===== src/rtl/stride_pf_pkg.sv =====
`timescale 1ns/1ps
package stride_pf_pkg;
  localparam int CONF_W = 2;
  localparam logic [CONF_W-1:0] CONF_MAX   = 2'd3;
  localparam logic [CONF_W-1:0] CONF_ISSUE = 2'd2;

  function automatic logic [CONF_W-1:0] conf_up(input logic [CONF_W-1:0] c);
    return (c == CONF_MAX) ? c : c + 2'd1;
  endfunction
endpackage


===== src/rtl/stride_pf_table.sv =====
`timescale 1ns/1ps
module stride_pf_table
  import stride_pf_pkg::*;
#(
  parameter int ADDR_W = 32,
  parameter int PC_W   = 32,
  parameter int SETS   = 4,
  parameter int WAYS   = 2
) (
  input  logic              clk_i,
  input  logic              rst_ni,
  input  logic              en_i,
  input  logic [PC_W-1:0]   pc_i,
  input  logic [ADDR_W-1:0] addr_i,
  output logic              trig_o,
  output logic [ADDR_W-1:0] step_o
);
  localparam int IDX_W = $clog2(SETS);
  localparam int TAG_W = PC_W - IDX_W;
  localparam int AGE_W = $clog2(WAYS);

  logic              v_q      [SETS][WAYS];
  logic [TAG_W-1:0]  tag_q    [SETS][WAYS];
  logic [ADDR_W-1:0] last_q   [SETS][WAYS];
  logic [ADDR_W-1:0] stride_q [SETS][WAYS];
  logic [CONF_W-1:0] conf_q   [SETS][WAYS];
  logic              mp_q     [SETS][WAYS];
  logic [AGE_W-1:0]  age_q    [SETS][WAYS];

  logic [IDX_W-1:0]  set_idx;
  logic [TAG_W-1:0]  tag;
  logic              hit, found;
  logic [AGE_W-1:0]  hit_way, victim, tw;
  logic [ADDR_W-1:0] e_last, e_stride, delta, n_stride;
  logic [CONF_W-1:0] e_conf, n_conf;
  logic              e_mp, n_mp;

  assign set_idx = pc_i[2 +: IDX_W];
  assign tag     = {pc_i[PC_W-1:IDX_W+2], pc_i[1:0]};

  always_comb begin
    hit = 1'b0;
    hit_way = '0;
    for (int w = 0; w < WAYS; w++) begin
      if (v_q[set_idx][w] && tag_q[set_idx][w] == tag) begin
        hit = 1'b1;
        hit_way = AGE_W'(w);
      end
    end
    found = 1'b0;
    victim = '0;
    for (int w = 0; w < WAYS; w++) begin
      if (!v_q[set_idx][w] && !found) begin
        victim = AGE_W'(w);
        found = 1'b1;
      end
    end
    if (!found) begin
      for (int w = 0; w < WAYS; w++) begin
        if (age_q[set_idx][w] == AGE_W'(WAYS-1)) victim = AGE_W'(w);
      end
    end
  end

  assign tw       = hit ? hit_way : victim;
  assign e_last   = last_q[set_idx][hit_way];
  assign e_stride = stride_q[set_idx][hit_way];
  assign e_conf   = conf_q[set_idx][hit_way];
  assign e_mp     = mp_q[set_idx][hit_way];
  assign delta    = addr_i - e_last;

  // two-strike rule: first mispredict at nonzero confidence is tolerated
  always_comb begin
    if (delta == e_stride) begin
      n_conf = conf_up(e_conf);
      n_stride = e_stride;
      n_mp = 1'b0;
    end else if (e_conf == '0) begin
      n_conf = '0;
      n_stride = delta;
      n_mp = 1'b0;
    end else if (!e_mp) begin
      n_conf = e_conf;
      n_stride = e_stride;
      n_mp = 1'b1;
    end else begin
      n_conf = '0;
      n_stride = delta;
      n_mp = 1'b0;
    end
  end

  assign trig_o = en_i && hit && (n_conf >= CONF_ISSUE) && (n_stride != '0);
  assign step_o = n_stride;

  always_ff @(posedge clk_i or negedge rst_ni) begin
    if (!rst_ni) begin
      for (int s = 0; s < SETS; s++) begin
        for (int w = 0; w < WAYS; w++) begin
          v_q[s][w]      <= 1'b0;
          tag_q[s][w]    <= '0;
          last_q[s][w]   <= '0;
          stride_q[s][w] <= '0;
          conf_q[s][w]   <= '0;
          mp_q[s][w]     <= 1'b0;
          age_q[s][w]    <= AGE_W'(w);
        end
      end
    end else if (en_i) begin
      for (int w = 0; w < WAYS; w++) begin
        if (AGE_W'(w) == tw) age_q[set_idx][w] <= '0;
        else if (age_q[set_idx][w] < age_q[set_idx][tw])
          age_q[set_idx][w] <= age_q[set_idx][w] + AGE_W'(1);
      end
      v_q[set_idx][tw]    <= 1'b1;
      tag_q[set_idx][tw]  <= tag;
      last_q[set_idx][tw] <= addr_i;
      if (hit) begin
        stride_q[set_idx][tw] <= n_stride;
        conf_q[set_idx][tw]   <= n_conf;
        mp_q[set_idx][tw]     <= n_mp;
      end else begin
        stride_q[set_idx][tw] <= '0;
        conf_q[set_idx][tw]   <= '0;
        mp_q[set_idx][tw]     <= 1'b0;
      end
    end
  end
endmodule


===== src/rtl/stride_pf_gen.sv =====
`timescale 1ns/1ps
module stride_pf_gen #(
  parameter int ADDR_W     = 32,
  parameter int PC_W       = 32,
  parameter int LINE_BYTES = 64,
  parameter int DEGREE     = 2
) (
  input  logic              clk_i,
  input  logic              rst_ni,
  input  logic              trig_i,
  input  logic [ADDR_W-1:0] base_i,
  input  logic [ADDR_W-1:0] step_i,
  input  logic [PC_W-1:0]   pc_i,
  input  logic              done_i,
  output logic              cand_valid_o,
  output logic [ADDR_W-1:0] cand_addr_o,
  output logic [PC_W-1:0]   cand_pc_o
);
  localparam int CNT_W = $clog2(DEGREE + 1);
  localparam logic [ADDR_W-1:0] LINE_MASK = ~ADDR_W'(LINE_BYTES - 1);

  logic              active_q;
  logic [ADDR_W-1:0] next_q, step_q;
  logic [PC_W-1:0]   pc_q;
  logic [CNT_W-1:0]  left_q;

  always_ff @(posedge clk_i or negedge rst_ni) begin
    if (!rst_ni) begin
      active_q <= 1'b0;
      next_q   <= '0;
      step_q   <= '0;
      pc_q     <= '0;
      left_q   <= '0;
    end else if (trig_i) begin
      active_q <= 1'b1;
      next_q   <= base_i + step_i;
      step_q   <= step_i;
      pc_q     <= pc_i;
      left_q   <= CNT_W'(DEGREE);
    end else if (active_q && done_i) begin
      next_q <= next_q + step_q;
      left_q <= left_q - CNT_W'(1);
      if (left_q == CNT_W'(1)) active_q <= 1'b0;
    end
  end

  assign cand_valid_o = active_q;
  assign cand_addr_o  = next_q & LINE_MASK;
  assign cand_pc_o    = pc_q;
endmodule


===== src/rtl/stride_pf_queue.sv =====
`timescale 1ns/1ps
module stride_pf_queue #(
  parameter int ADDR_W     = 32,
  parameter int PC_W       = 32,
  parameter int LINE_BYTES = 64,
  parameter int DEPTH      = 4
) (
  input  logic              clk_i,
  input  logic              rst_ni,
  input  logic              cand_valid_i,
  input  logic [ADDR_W-1:0] cand_addr_i,
  input  logic [PC_W-1:0]   cand_pc_i,
  output logic              done_o,
  input  logic              wb_valid_i,
  input  logic [ADDR_W-1:0] wb_addr_i,
  input  logic              ready_i,
  output logic              valid_o,
  output logic [ADDR_W-1:0] addr_o,
  output logic [PC_W-1:0]   pc_o
);
  localparam int PTR_W = (DEPTH > 1) ? $clog2(DEPTH) : 1;
  localparam logic [ADDR_W-1:0] LINE_MASK = ~ADDR_W'(LINE_BYTES - 1);

  logic [DEPTH-1:0]  q_v, n_v;
  logic [ADDR_W-1:0] q_a [DEPTH];
  logic [ADDR_W-1:0] n_a [DEPTH];
  logic [PC_W-1:0]   q_p [DEPTH];
  logic [PC_W-1:0]   n_p [DEPTH];
  logic [ADDR_W-1:0] wb_line;
  logic              pop, dup, wb_cand, room, push, keep;
  int                wp;

  assign wb_line = wb_addr_i & LINE_MASK;
  assign pop     = q_v[0] && ready_i;
  assign wb_cand = wb_valid_i && (cand_addr_i == wb_line);

  // compact surviving entries toward the head, then append
  always_comb begin
    n_v = '0;
    for (int i = 0; i < DEPTH; i++) begin
      n_a[i] = '0;
      n_p[i] = '0;
    end
    wp  = 0;
    dup = 1'b0;
    for (int i = 0; i < DEPTH; i++) begin
      keep = q_v[i] && !(i == 0 && pop) && !(wb_valid_i && q_a[i] == wb_line);
      if (keep) begin
        if (q_a[i] == cand_addr_i) dup = 1'b1;
        n_v[PTR_W'(wp)] = 1'b1;
        n_a[PTR_W'(wp)] = q_a[i];
        n_p[PTR_W'(wp)] = q_p[i];
        wp = wp + 1;
      end
    end
    room   = (wp < DEPTH);
    push   = cand_valid_i && room && !dup && !wb_cand;
    done_o = cand_valid_i && (dup || wb_cand || room);
    if (push) begin
      n_v[PTR_W'(wp)] = 1'b1;
      n_a[PTR_W'(wp)] = cand_addr_i;
      n_p[PTR_W'(wp)] = cand_pc_i;
    end
  end

  always_ff @(posedge clk_i or negedge rst_ni) begin
    if (!rst_ni) begin
      q_v <= '0;
      for (int i = 0; i < DEPTH; i++) begin
        q_a[i] <= '0;
        q_p[i] <= '0;
      end
    end else begin
      q_v <= n_v;
      for (int i = 0; i < DEPTH; i++) begin
        q_a[i] <= n_a[i];
        q_p[i] <= n_p[i];
      end
    end
  end

  assign valid_o = q_v[0];
  assign addr_o  = q_a[0];
  assign pc_o    = q_p[0];
endmodule


===== src/rtl/stride_pf.sv =====
`timescale 1ns/1ps
module stride_pf #(
  parameter int ADDR_W     = 32,
  parameter int PC_W       = 32,
  parameter int SETS       = 4,
  parameter int WAYS       = 2,
  parameter int LINE_BYTES = 64,
  parameter int DEGREE     = 2,
  parameter int DEPTH      = 4
) (
  input  logic              clk_i,
  input  logic              rst_ni,
  input  logic              cfg_miss_only_i,
  input  logic              cfg_data_only_i,
  input  logic              cfg_inst_nblk_i,
  input  logic              cfg_tag_pc_i,
  input  logic              acc_valid_i,
  input  logic [ADDR_W-1:0] acc_addr_i,
  input  logic [PC_W-1:0]   acc_pc_i,
  input  logic              acc_miss_i,
  input  logic              acc_inst_i,
  input  logic              wb_valid_i,
  input  logic [ADDR_W-1:0] wb_addr_i,
  output logic              pf_valid_o,
  input  logic              pf_ready_i,
  output logic [ADDR_W-1:0] pf_addr_o,
  output logic [PC_W-1:0]   pf_pc_o,
  output logic              pf_pc_valid_o
);
  localparam logic [ADDR_W-1:0] LINE_MASK = ~ADDR_W'(LINE_BYTES - 1);

  logic              acc_ok, nblk, stride_en, tab_trig, gen_trig;
  logic [ADDR_W-1:0] tab_step, gen_base, gen_step, cand_addr;
  logic [PC_W-1:0]   cand_pc, q_pc;
  logic              cand_valid, cand_done;

  assign acc_ok    = acc_valid_i && !(cfg_miss_only_i && !acc_miss_i)
                                 && !(cfg_data_only_i && acc_inst_i);
  assign nblk      = acc_ok && acc_inst_i && cfg_inst_nblk_i;
  assign stride_en = acc_ok && !nblk;

  stride_pf_table #(
    .ADDR_W(ADDR_W), .PC_W(PC_W), .SETS(SETS), .WAYS(WAYS)
  ) u_table (
    .clk_i(clk_i), .rst_ni(rst_ni), .en_i(stride_en),
    .pc_i(acc_pc_i), .addr_i(acc_addr_i),
    .trig_o(tab_trig), .step_o(tab_step)
  );

  assign gen_trig = nblk || tab_trig;
  assign gen_base = nblk ? (acc_addr_i & LINE_MASK) : acc_addr_i;
  assign gen_step = nblk ? ADDR_W'(LINE_BYTES) : tab_step;

  stride_pf_gen #(
    .ADDR_W(ADDR_W), .PC_W(PC_W), .LINE_BYTES(LINE_BYTES), .DEGREE(DEGREE)
  ) u_gen (
    .clk_i(clk_i), .rst_ni(rst_ni), .trig_i(gen_trig),
    .base_i(gen_base), .step_i(gen_step), .pc_i(acc_pc_i),
    .done_i(cand_done), .cand_valid_o(cand_valid),
    .cand_addr_o(cand_addr), .cand_pc_o(cand_pc)
  );

  stride_pf_queue #(
    .ADDR_W(ADDR_W), .PC_W(PC_W), .LINE_BYTES(LINE_BYTES), .DEPTH(DEPTH)
  ) u_queue (
    .clk_i(clk_i), .rst_ni(rst_ni),
    .cand_valid_i(cand_valid), .cand_addr_i(cand_addr), .cand_pc_i(cand_pc),
    .done_o(cand_done), .wb_valid_i(wb_valid_i), .wb_addr_i(wb_addr_i),
    .ready_i(pf_ready_i), .valid_o(pf_valid_o), .addr_o(pf_addr_o), .pc_o(q_pc)
  );

  assign pf_pc_valid_o = pf_valid_o && cfg_tag_pc_i;
  assign pf_pc_o       = cfg_tag_pc_i ? q_pc : '0;
endmodule


===== config.mk =====
export PLATFORM = sky130hd
export DESIGN_NAME = stride_pf
export DESIGN_NICKNAME = d
export VERILOG_FILES = /design/src/rtl/stride_pf_pkg.sv /design/src/rtl/stride_pf_table.sv /design/src/rtl/stride_pf_gen.sv /design/src/rtl/stride_pf_queue.sv /design/src/rtl/stride_pf.sv
export SDC_FILE = /design/constraint.sdc
export NUM_CORES = 2
export LEC_CHECK = 0
export BUFFER_PORTS_ARGS = -buffer_cell sky130_fd_sc_hd__buf_2
export CORE_UTILIZATION = 68
export CTS_CLUSTER_DIAMETER = 100
export DETAILED_ROUTE_END_ITERATION = 6
export GPL_TIMING_DRIVEN = 0
export PLACE_DENSITY = 0.88
export SYNTH_ARGS = -nofsm -noshare
export SYNTH_HDL_FRONTEND = slang
export SYNTH_SLANG_ARGS = --single-unit

===== constraint.sdc =====
create_clock -name clk_i -period 25.3 [get_ports clk_i]
set_input_delay 3.795 -clock clk_i [delete_from_list [all_inputs] [get_ports clk_i]]
set_output_delay 3.795 -clock clk_i [all_outputs]
set_load 0.01 [all_outputs]

# Word-level counts from Yosys, hierarchy flattened
# Cells that the tools add are included.
[totals] reg_bits=1151 in_bits=107 elab_cells=353 output_inout_bits=66
[classes] n_lt_le_gt_ge=25 n_eq_ne=14 reduce_logical=60 add_sub_neg=10 bitwise_logic=22 mux=152
[op_table] operator="$bwmux W128" count=8
[op_table] operator="$mux W128" count=8
[op_table] operator="$mux W32" count=23
[op_table] operator="$bwmux W256" count=2
[op_table] operator="$mux W64" count=5
[op_table] operator="$eq A32 B32 Y1" count=9
[op_table] operator="$and A256 B256 Y256" count=1
[op_table] operator="$bmux W64 S2" count=2
[op_table] operator="$demux W32 S2" count=4
[op_table] operator="$mux W256" count=1
[op_table] operator="$not A256 Y256" count=1
[op_table] operator="$bwmux W240" count=1
[op_table] operator="$mux W60" count=3
[op_table] operator="$demux W64 S2" count=1
[op_table] operator="$bmux W60 S2" count=1
[op_table] operator="$demux W60 S2" count=1
[op_table] operator="$add A32 B2 Y32 const B" count=2
[op_table] operator="$add A32 B32 Y32" count=2
[op_table] operator="$eq A30 B30 Y1" count=2
[op_table] operator="$mux W8" count=6
[op_table] operator="$logic_and A1 B1 Y1" count=40
[op_table] operator="$mux W1" count=38
[op_table] operator="$mux W2" count=18
[op_table] operator="$demux W32 S1" count=1
[op_table] operator="other kinds (49)" count=103

# Longest topological paths before layout
[logic_depth] word_depth=22 ltp_mapped=48 depth_no_buf=38

# Cells and area by module
# A second synthesis with hierarchy kept.
[unflattened] hier_cells=5883 area_unflattened_um2=62846.5
[modules_own_cells] mod="stride_pf_table" area_each_um2=38824.7 seq_area_each_um2=19824.0 n_inst=1 cells_each=3344
[modules_own_cells] mod="stride_pf_queue" area_each_um2=15763.9 seq_area_each_um2=6506.2 n_inst=1 cells_each=1613
[modules_own_cells] mod="stride_pf_gen" area_each_um2=7562.3 seq_area_each_um2=2477.4 n_inst=1 cells_each=798
[modules_own_cells] mod="stride_pf" area_each_um2=695.7 seq_area_each_um2=0.0 n_inst=1 cells_each=128

# Least setup slack after synthesis
# Ideal clock, no wire load.
[synth_timing] path_type="input port to flip-flop" from="input port acc_pc_i[2]" to="register u_gen.next_q[30]" stages=46 setup_time_ns=0.126 slack_ns=11.120 path_buffers=15 t_required_ns=25.174 arrival_time_ns=14.054 path_cell_list="buf_6 buf_6 buf_2 buf_4 buf_4 buf_2 buf_2 buf_2 buf_2 buf_2 buf_1 buf_1 mux4_2 mux2i_1 ha_1 clkbuf_1 a21o_1 a221o_1 (+10 left out) o21ai_0 nand3_1 inv_1 ha_1 fa_1 a21oi_1 nand4b_1 nand4b_1 a41o_1 o211ai_1 a31oi_1 nor4_1 o41ai_1 nand2_1 a21boi_0 o41ai_1 xor2_1 mux2i_1"
[synth_between] word_cells_on_any_way=61
[synth_lines] element="start, declared" line_no="stride_pf.sv:19" source="input logic [PC_W-1:0] acc_pc_i,"
[synth_lines] element="$not A2 Y3 (implied by the code) *"
[synth_lines] element="branches (longest 13 deep; another with $sub A32 B32 Y32)"
[synth_lines] element="$mux W32 *" line_no="stride_pf_table.sv:74" source="if (delta == e_stride) begin"
[synth_lines] element="$mux W32 *" line_no="stride_pf.sv:52" source="assign gen_step = nblk ? ADDR_W'(LINE_BYTES) : tab_step;"
[synth_lines] element="via gen_step[0]" line_no="stride_pf.sv:33" source="logic [ADDR_W-1:0] tab_step, gen_base, gen_step, cand_addr;"
[synth_lines] element="$add A32 B32 Y32 *" line_no="stride_pf_gen.sv:36" source="next_q <= base_i + step_i;"
[synth_lines] element="$mux W32 *" line_no="stride_pf_gen.sv:34" source="end else if (trig_i) begin"
[synth_lines] element="end signal, assigned" line_no="stride_pf_gen.sv:36"
[synth_lines] element="end signal, assigned" line_no="stride_pf_gen.sv:41" source="next_q <= next_q + step_q;"
[synth_lines] element="end, declared" line_no="stride_pf_gen.sv:23" source="logic [ADDR_W-1:0] next_q, step_q;"
# Mark *: on every way through the listed nets, which the timed path passes. The select of a mux whose other input is x is not followed.
# A chain may end at the register's enable or synchronous reset.

# Worst setup path in the final report
[layout_timing] from="input port acc_pc_i[3]" to="register u_gen.next_q[31]"
# Same word-level chain as after synthesis.

==> results.cfg <==
[floorplanning]
die-area_um2 = 92340
die_h_um = 303.9
die_w_um = 303.9
rows = 110
start_util = 0.6874
ios = 173
core-area_um2 = 90150

[grt]
grt_max_degree = 166
grt_overflow = 0
grt_pass1_vias = 56550
antenna_found_initial = 12
grt.total_usage = 0.5131
grt_pass1_wl_um = 352800

[cts]
ctsHoldBuffers = 0
clk_path_buf_depth = 3
path_clk_slew_ns = 0.06
clock_latency_ns = 0.75
cts-root-buf = clkbuf_16
cts-htree-levels = 3
cts_resized = 0
cts_num_sinks = 1151
numCtsBuffers = 114
cts_tree = done
postCtsSetupRepairBufs = 0

[logic_synthesis]
synthMuxAreaShare = 0.1135
yosys.area_share.xor_xnor = 0.05601
ys_warn_count = 0
synth_top_family_by_area = simple AND/OR/NAND/NOR gates
yosysSeqAreaShare = 0.4649
async_flop_share = 1.000
synthFlopType = dfrtp_1
synth_compound_area_frac = 0.1197
synth-simple-area-share = 0.1835
synth-seq-cells = 1151
synthCells = 6609
synth_edf_count = 0
syn_avg_cell_area_um2 = 9.376
synth_area_um2 = 61970
ys_types = 83
synth_nets = 6822
yosys.area_share.adder = 0.02177

[timing]
min_period_ns = 20.98
relSlewSlack = -0.02340
skew_ns = 0.04128
final_hold_viol_count = 0
timing.fmax_mhz = 47.66
fin_crit_sh = 0.8293
worst_slew_pin_slew_ns = 1.492
setup_viol_count_final = 0
finalMaxSlewViolations = 10
rsz0062_at_grt = false
tns_ns = 0

[routing]
viasPerCell = 6.997
drt_wl_total_um = 237700
antenna_left = 0
num_vias = 57060
drtPass1Iterations = 6
drc = 0
first_iter_violations = 9307
wl_per_cell_um = 29.14

[power_and_ir_drop]
powerDensity_nw_per_um2 = 107.4
power_uw = 7349
ir_drop_mv = 0.07859
leakage_uw = 0.03147

[place]
port_buffers = 137
routabilityCongestion = 1.052
place_inst = 7935
dp_hpwl_um = 166400

[worst_setup_path]
regToRegSetupSlack_ns = 8.38
crit_required_ns = 25.91
end_kind = register
cp.arrival_ns = 21.59
critPathKind = in -> reg
cp_num_buf_inv = 12
max_stage_delay_ns = 1.13
cp_common_cell = clkbuf_1
cpMaxStageDelayCell = a211oi_1
path_delay_family = buffers and inverters
critPathLaunchType = input pin
cp_max_fo = 10

[status]
violations = capacitance limit, slew limit
status = complete, but fails checks

[layout]
multi_input_area_um2 = 30670
fin_cells = 8155
drive_gt1_frac = 0.1089
synthToLayoutAreaGrowth_pct = 10.42
seq_area_um2 = 28810
fillCellCount = 5778
nNetsFinal = 7089

[flow_run]
timing.max_cap.violations = 3

[hold_path]
hp-class = reg -> reg
logic make-up (layout without fill, tap and decap cells):
logic type | after synthesis | in the layout
compound gates | 1191 | 1191
other cells | 0 | 7
simple gates | 2718 | 2718
fa+ha+maj | 106 | 106
xor+xnor | 390 | 390
buf+inv | 612 | 975
mux | 441 | 441
flops | 1151 | 1151
layout by cell type (no fill, tap or decap), drive strengths merged, types with 32 or more instances in the layout:
cell type,count
a211oi,55
a21o,32
a21oi,162
a22oi,70
and2,133
buf,242
clkbuf,623
dfrtp,1147
ha,103
inv,64
mux2,123
mux2i,124
mux4,194
nand2,2028
nand2b,39
nand3,50
nand4,78
nor2,214
nor3,42
nor4,42
o211ai,53
o21ai,506
o311ai,33
o31ai,151
xnor2,265
xor2,121
cells in the mapped netlist, drive strengths merged, types with 11 or more instances:
cell | number | area share
a211oi | 55 | 0.0067
a21o | 32 | 0.0039
a21oi | 162 | 0.013
a22oi | 70 | 0.0085
a31oi | 16 | 0.0016
and2 | 133 | 0.013
and3 | 21 | 0.0021
buf | 91 | 0.0091
clkbuf | 458 | 0.028
dfrtp | 1147 | 0.46
ha | 103 | 0.021
inv | 62 | 0.0038
mux2 | 123 | 0.023
mux2i | 124 | 0.020
mux4 | 194 | 0.071
nand2 | 2028 | 0.12
nand2b | 39 | 0.0039
nand3 | 50 | 0.0040
nand4 | 78 | 0.0079
nor2 | 214 | 0.013
nor2b | 13 | 0.0013
nor3 | 42 | 0.0036
nor4 | 42 | 0.0042
o211ai | 53 | 0.0064
o21a | 19 | 0.0023
o21ai | 506 | 0.041
o311ai | 33 | 0.0047
o31ai | 151 | 0.019
or3 | 11 | 0.0011
xnor2 | 265 | 0.037
xor2 | 121 | 0.017
per-layer routing:
metal | vias up | wire length (um) | global-route usage
met5 | - | 62 | 0.001550
met4 | 10 | 22400 | 0.3898
met3 | 1355 | 32380 | 0.1607
met1 | 27420 | 79700 | 0.6310
li1 | 23180 | - | -
met2 | 5097 | 103100 | 0.7623
layout make-up:
cell class | count | share of cell area
multi-input cells | 4846 | 0.4482
flip-flops and latches | 1151 | 0.4210
clock buffers | 165 | 0.04921
plain buffers | 549 | 0.03343
well taps | 1176 | 0.02150
repair buffers | 151 | 0.01432
clock inverters | 47 | 0.008685
inverters | 63 | 0.003456
diodes | 7 | 0.0002560
path summary, 6_finish.rpt:
kind                                     from            endpoint  cells after the start
min in group asynchronous              rst_ni     u_queue.q_p[16]                      1
max in group asynchronous              rst_ni  u_table.last_q[91]                      4
min reg2reg                    u_table.v_q[2]      u_table.v_q[2]                      1
min                            u_table.v_q[2]      u_table.v_q[2]                      1
max                               acc_pc_i[3]    u_gen.next_q[31]                     40
max reg2reg                u_table.tag_q[191]    u_gen.next_q[31]                     40
stage by stage:
stage	util	setup slack [ns]	hold slack (ns)	instance area, um^2
after floorplan	-	11.12	0.4287	61970
after global placement	0.7113	-3.985	0.4444	64130
after detailed placement	0.7147	5.030	0.4471	64430
after CTS	0.7587	5.791	0.4649	68390
after global routing	0.7589	4.565	0.4745	68410
final	0.7590	4.318	0.4709	68430
worst reg2reg max path: cells and delay by family, from the launching register on:
family,cells,cell delay (ns)
buffers and inverters,8,4.13
xor gates and xnor gates,2,0.43
DFF,1,0.39
muxes,3,1.19
adders and majority gates,2,0.87
AOI/OAI and AO/OA,17,6.47
and+or+nand+nor,8,3.30
flip-flops by register name, indices dropped and copies added, names as in the netlist:
name / flops
u_queue.addr_o: 32
u_table.mp_q: 8
u_table.age_q: 8
u_table.v_q: 8
u_gen.left_q: 2
u_table.last_q: 256
u_table.stride_q: 256
u_queue.pc_o: 32
u_gen.step_q: 32
u_table.conf_q: 16
u_queue.q_p: 96
u_queue.q_v: 4
u_gen.cand_pc_o: 32
u_table.tag_q: 240
u_gen.cand_valid_o: 1
u_gen.next_q: 32
u_queue.q_a: 96
power breakdown:
group / switching, uW / internal [uW] / total, uW
Sequential: 317 / 2310 / 2630
Combinational: 1860 / 1040 / 2900
Clock: 781 / 1040 / 1820
(Power assumes the default switching activity.)
